===== src/rtl/edge_irq_pkg.sv =====
package edge_irq_pkg;

    // Register selector; the status registers sit at the two upper addresses
    typedef enum logic [1:0] {
        REG_ENABLE        = 2'd0,
        REG_POLARITY      = 2'd1,
        REG_STAT_ASSERT   = 2'd2,
        REG_STAT_DEASSERT = 2'd3
    } reg_sel_e;

    // Meaning of bit 0 in a status write
    typedef enum logic {
        WMODE_CLEAR = 1'b0,
        WMODE_SET   = 1'b1
    } wmode_e;

    localparam int unsigned NUM_EVENT_KINDS = 2;

endpackage


===== src/rtl/edge_irq_detect.sv =====
module edge_irq_detect #(
    parameter int unsigned NUM_PINS = 31
) (
    input  logic                clk_i,
    input  logic                rst_ni,
    input  logic [NUM_PINS-1:0] pins_i,
    input  logic [NUM_PINS-1:0] pol_i,
    output logic [NUM_PINS-1:0] ev_assert_o,
    output logic [NUM_PINS-1:0] ev_deassert_o
);

    typedef struct packed {
        logic [NUM_PINS-1:0] prev;
        logic                armed;
    } det_state_t;

    det_state_t st_d, st_q;
    logic [NUM_PINS-1:0] rise, fall;

    always_comb begin
        st_d       = st_q;
        st_d.prev  = pins_i;
        st_d.armed = 1'b1;
        // No history exists before the first sample after reset
        rise = st_q.armed ? (pins_i & ~st_q.prev) : '0;
        fall = st_q.armed ? (~pins_i & st_q.prev) : '0;
        ev_assert_o   = (rise & pol_i) | (fall & ~pol_i);
        ev_deassert_o = (fall & pol_i) | (rise & ~pol_i);
    end

    always_ff @(posedge clk_i or negedge rst_ni) begin
        if (!rst_ni) begin
            st_q <= '0;
        end else begin
            st_q <= st_d;
        end
    end

endmodule


===== src/rtl/edge_irq_status.sv =====
module edge_irq_status
    import edge_irq_pkg::*;
#(
    parameter int unsigned NUM_PINS = 31,
    localparam int unsigned DATA_W  = NUM_PINS + 1
) (
    input  logic                clk_i,
    input  logic                rst_ni,
    input  logic                wr_i,
    input  logic [DATA_W-1:0]   wdata_i,
    input  logic [NUM_PINS-1:0] ev_i,
    input  logic [NUM_PINS-1:0] en_i,
    output logic [NUM_PINS-1:0] stat_o,
    output logic                irq_o
);

    logic [NUM_PINS-1:0] stat_d, stat_q;
    logic [NUM_PINS-1:0] set_mask, clr_mask;
    wmode_e              wmode;

    always_comb begin
        wmode    = wmode_e'(wdata_i[0]);
        set_mask = '0;
        clr_mask = '0;
        if (wr_i) begin
            if (wmode == WMODE_SET) begin
                set_mask = wdata_i[DATA_W-1:1];
            end else begin
                clr_mask = wdata_i[DATA_W-1:1];
            end
        end
        // New events are ORed last so they win over a clear
        stat_d = ((stat_q & ~clr_mask) | set_mask) | ev_i;
    end

    always_ff @(posedge clk_i or negedge rst_ni) begin
        if (!rst_ni) begin
            stat_q <= '0;
        end else begin
            stat_q <= stat_d;
        end
    end

    assign stat_o = stat_q;
    assign irq_o  = |(stat_q & en_i);

endmodule


===== src/rtl/edge_irq_unit.sv =====
module edge_irq_unit
    import edge_irq_pkg::*;
#(
    parameter int unsigned NUM_PINS = 31,
    localparam int unsigned DATA_W  = NUM_PINS + 1
) (
    input  logic                clk_i,
    input  logic                rst_ni,
    input  logic [NUM_PINS-1:0] pins_i,
    input  logic                wr_en_i,
    input  logic [1:0]          wr_addr_i,
    input  logic [DATA_W-1:0]   wr_data_i,
    input  logic [1:0]          rd_addr_i,
    output logic [DATA_W-1:0]   rd_data_o,
    output logic                irq_assert_o,
    output logic                irq_deassert_o
);

    typedef struct packed {
        logic [NUM_PINS-1:0] en;
        logic [NUM_PINS-1:0] pol;
    } cfg_t;

    cfg_t cfg_d, cfg_q;

    logic [NUM_PINS-1:0] en_w, pol_w;
    logic [NUM_PINS-1:0] ev_arr   [NUM_EVENT_KINDS];
    logic [NUM_PINS-1:0] stat_arr [NUM_EVENT_KINDS];
    logic                irq_arr  [NUM_EVENT_KINDS];
    logic [NUM_PINS-1:0] stat_a, stat_d;

    always_comb begin
        cfg_d = cfg_q;
        if (wr_en_i && (reg_sel_e'(wr_addr_i) == REG_ENABLE)) begin
            cfg_d.en = wr_data_i[NUM_PINS-1:0];
        end
        if (wr_en_i && (reg_sel_e'(wr_addr_i) == REG_POLARITY)) begin
            cfg_d.pol = wr_data_i[NUM_PINS-1:0];
        end
    end

    always_ff @(posedge clk_i or negedge rst_ni) begin
        if (!rst_ni) begin
            cfg_q <= '0;
        end else begin
            cfg_q <= cfg_d;
        end
    end

    assign en_w  = cfg_q.en;
    assign pol_w = cfg_q.pol;

    edge_irq_detect #(
        .NUM_PINS (NUM_PINS)
    ) detect_i (
        .clk_i         (clk_i),
        .rst_ni        (rst_ni),
        .pins_i        (pins_i),
        .pol_i         (pol_w),
        .ev_assert_o   (ev_arr[0]),
        .ev_deassert_o (ev_arr[1])
    );

    for (genvar k = 0; k < NUM_EVENT_KINDS; k++) begin : g_stat
        localparam logic [1:0] SEL = 2'(REG_STAT_ASSERT) + 2'(k);
        logic wr_sel;
        assign wr_sel = wr_en_i && (wr_addr_i == SEL);

        edge_irq_status #(
            .NUM_PINS (NUM_PINS)
        ) status_i (
            .clk_i   (clk_i),
            .rst_ni  (rst_ni),
            .wr_i    (wr_sel),
            .wdata_i (wr_data_i),
            .ev_i    (ev_arr[k]),
            .en_i    (en_w),
            .stat_o  (stat_arr[k]),
            .irq_o   (irq_arr[k])
        );
    end

    assign stat_a         = stat_arr[0];
    assign stat_d         = stat_arr[1];
    assign irq_assert_o   = irq_arr[0];
    assign irq_deassert_o = irq_arr[1];

    always_comb begin
        unique case (reg_sel_e'(rd_addr_i))
            REG_ENABLE:        rd_data_o = {1'b0, en_w};
            REG_POLARITY:      rd_data_o = {1'b0, pol_w};
            REG_STAT_ASSERT:   rd_data_o = {stat_a, 1'b0};
            REG_STAT_DEASSERT: rd_data_o = {stat_d, 1'b0};
            default:           rd_data_o = '0;
        endcase
    end

endmodule


===== config.mk =====
export PLATFORM = sky130hd
export DESIGN_NAME = edge_irq_unit
export DESIGN_NICKNAME = d
export VERILOG_FILES = /design/src/rtl/edge_irq_pkg.sv /design/src/rtl/edge_irq_detect.sv /design/src/rtl/edge_irq_status.sv /design/src/rtl/edge_irq_unit.sv
export SDC_FILE = /design/constraint.sdc
export NUM_CORES = 1
export LEC_CHECK = 0
export BUFFER_PORTS_ARGS = -buffer_cell sky130_fd_sc_hd__buf_2
export CORE_MARGIN = 8
export CORE_UTILIZATION = 53
export DETAILED_ROUTE_END_ITERATION = 8
export PLACE_DENSITY = 0.77
export SLEW_MARGIN = 20
export SYNTH_ARGS = -nofsm -noshare
export SYNTH_HDL_FRONTEND = slang
export SYNTH_SLANG_ARGS = --single-unit

===== constraint.sdc =====
create_clock -name clk_i -period 1.8 [get_ports clk_i]
set_input_delay 0.36 -clock clk_i [delete_from_list [all_inputs] [get_ports clk_i]]
set_output_delay 0.36 -clock clk_i [all_outputs]
set_load 0.02 [all_outputs]

==> flow_metrics.tcl <==
set metrics [dict create \
    critPathArrivalTime_ns 2.25 \
    synthToLayoutAreaGrowth_pct 28.7 \
    cts_htree_levels 4 \
    wirelength_um 24500 \
    dp_worst_setup_slack_ns -0.221 \
    startpoint_type "register" \
    post-route-min-period_ns 2.61 \
    rsz0062_at_grt "yes" \
    gp_congestion 0.929 \
    clk_pin_slew_ns 0.07 \
    core_mm2 0.0146 \
    tns_ns -6.43 \
    synth_cell_types 29 \
    failed_checks "negative setup slack" \
    yosysSeqAreaShare 0.493 \
    fin_cells 975 \
    cp.required_ns 1.44 \
    rrSetupSlack_ns 0.50 \
    grt_remaining_overflow 0 \
    hold_class "in -> reg" \
    antenna_found_initial 0 \
    synth_seq_cells 156 \
    clk_path_buf_depth 2 \
    crit_fanout 3 \
    top_layer "met4" \
    peakVddDrop_uv 1000 \
    status "finished with violations" \
    crit_start "en_w[1]" \
    drt_first_pass_iters 8 \
    root_buffer "clkbuf_16" \
    layout.filler_cells 973 \
    initial_core_util 0.543 \
    multi_input_area_mm2 0.00377 \
    vias_per_cell 6.67 \
    setup_viol 32 \
    syn-cell-area_mm2 0.00793 \
    nets 848 \
    cts_buffers 17 \
    crit_type "reg -> out" \
    synth_largest_area_cell "dfrtp_1" \
    cts_tree "done" \
    synth_cells 616 \
    drt_iter0_drc 751 \
    end_kind "primary output" \
    grt_max_degree 63 \
    dieWidth_um 138 \
    power_uw 11300 \
    fin_skew_ns 0.00777 \
    leakagePower_uw 0.00438 \
    worst_slack_ns -0.807 \
    place_hpwl_um 16000 \
    final_common_cell "dfrtp_1" \
    vias 6507 \
    ys_warn_count 0 \
    ys_top_cells_by_area "dfrtp_1 49%, mux2_2 8.8%, mux4_2 8.2%, mux2i_1 7.8%, nand2b_1 4.8%" \
    met1_length_um 9540 \
    rows 44 \
    clock_latency_ns 0.43 \
    fmax_mhz 384 \
    place_inst 939 \
    finalMaxSlewViolations 0 \
    r2r_end "g_stat[1].status_i.stat_o[1]" \
    drive_gt1_frac 0.399 \
    rr_startpoint "detect_i.st_q[0]" \
    wl_met2_um 12000 \
    grt_pass1_wl_um 38600 \
    grt_pass1_vias 6980 \
    min_period_over_period 1.45 \
    r2r_cells 3 \
    synth.avg_cell_area_um2 12.9 \
    clock-sinks 156 \
    dieArea_mm2 0.0191 \
    ant_nets 0 \
    pwr_density_cell_mw_per_mm2 1110 \
    yosys.area.top_type_share 0.493 \
    track_usage 0.255 \
    dr_wl_met3_um 2280 \
    drcViolationCount 0 \
    diodes 0 \
    hold_violations 0 \
    final_cell_mix "150 x dfrtp_1, 71 x buf_2, 68 x buf_6" \
    portBuffers 103 \
    pin_count 104 \
    maxCapViolCount 0 \
    wire_per_inst_um 25.1 \
    synth_nets 686 \
    endpoint "irq_deassert_o" \
    layout.area.seq_mm2 0.00391 \
    die_h_um 138 \
]
==> registers in the layout, summed over array words and instances, names as in the netlist <==
register,flops
g_stat.status_i.stat_o,62
en_w,31
pol_w,31
detect_i.st_q,32
==> area by class of cell <==
cell class | instances | area share
Tap cell | 184 | 0.0226
Inverter | 30 | 0.0110
Timing Repair Buffer | 178 | 0.154
Multi-Input combinational cell | 395 | 0.370
Clock buffer | 19 | 0.0444
Clock inverter | 13 | 0.0151
Sequential cell | 156 | 0.383
==> through the flow <==
stage	area [µm²]	hold WS [ns]	utilization
after floorplan	7930	0.0644	-
after global placement	9220	0.234	0.632
after detailed placement	9220	0.235	0.632
after CTS	10200	0.0428	0.696
after global routing	10200	0.0425	0.699
final	10200	0.0568	0.699
==> repair_timing <==
action                                  CTS  global route
hold buffers                              1             0
gates resized for setup                  92            16
pin swaps                                10             3
hold endpoints to repair                 19             0
endpoints found under the setup margin   32            32
setup buffers                            18             7
==> cells by family (layout without fill, tap and decap cells) <==
kind of cell	Yosys count	in the layout	share of synthesized area
DFF	156	156	0.493
AOI/OAI and AO/OA	126	126	0.140
and+or+nand+nor	114	114	0.0805
muxes	154	154	0.252
other	1	1	0.000473
buffers and inverters	65	240	0.0344
==> how the worst min path moves through the flow <==
| stage | startpoint | end | slack, ns | depth (start not counted) |
|---|---|---|---|---|
| CTS | pins_i[14] | detect_i.st_q[15] | 0.04 | 1 |
| global placement | rst_ni | pol_w[6] | 0.23 | 1 |
| global route | pins_i[21] | detect_i.st_q[22] | 0.04 | 1 |
| finish | pins_i[2] | detect_i.st_q[3] | 0.06 | 1 |
| floorplan | rst_ni | detect_i.st_q[0] | 0.06 | 0 |
| detailed placement | rst_ni | pol_w[6] | 0.24 | 1 |
==> cell usage after synthesis <==
library cell  number
mux4_2            29
nand3_1            4
nand3b_1           2
mux2i_1           62
a22o_2             2
and4_1             1
nor2_1             2
nand2b_1          61
conb_1             1
buf_2             23
buf_1              1
nand2_1           33
a221oi_1           2
a221o_1           32
o21ai_0            2
nor3b_1            2
a22oi_1           24
nand4_1            4
dfrtp_1          156
mux4_1             1
a21boi_0          32
or4_1              2
nor3_2             1
and4b_1            1
nor2b_1            1
a222oi_1          32
clkbuf_1          11
inv_1             30
mux2_2            62
==> where the power goes <==
| group | switching (µW) | total (µW) | internal (µW) | leakage [µW] |
|---|---|---|---|---|
| Combinational | 1250 | 2910 | 1660 | 0.00238 |
| Clock | 1590 | 3740 | 2150 | 0.000291 |
| Sequential | 625 | 4660 | 4030 | 0.00170 |
==> critical path, stage by stage (launching register included) <==
cell and delay (ns):
dfrtp_1 0.43, a222oi_1 0.50, nand3_1 0.16, or4_4 0.57
buf_6 0.15
==> routing by layer <==
| metal | global-route usage | vias to the layer above |
|---|---|---|
| met4 | 0.104 | 0 |
| met2 | 0.413 | 405 |
| met5 | 0 | - |
| met1 | 0.318 | 3321 |
| li1 | - | 2717 |
| met3 | 0.0668 | 64 |
Note: power is estimated with default switching activity, not from simulation.
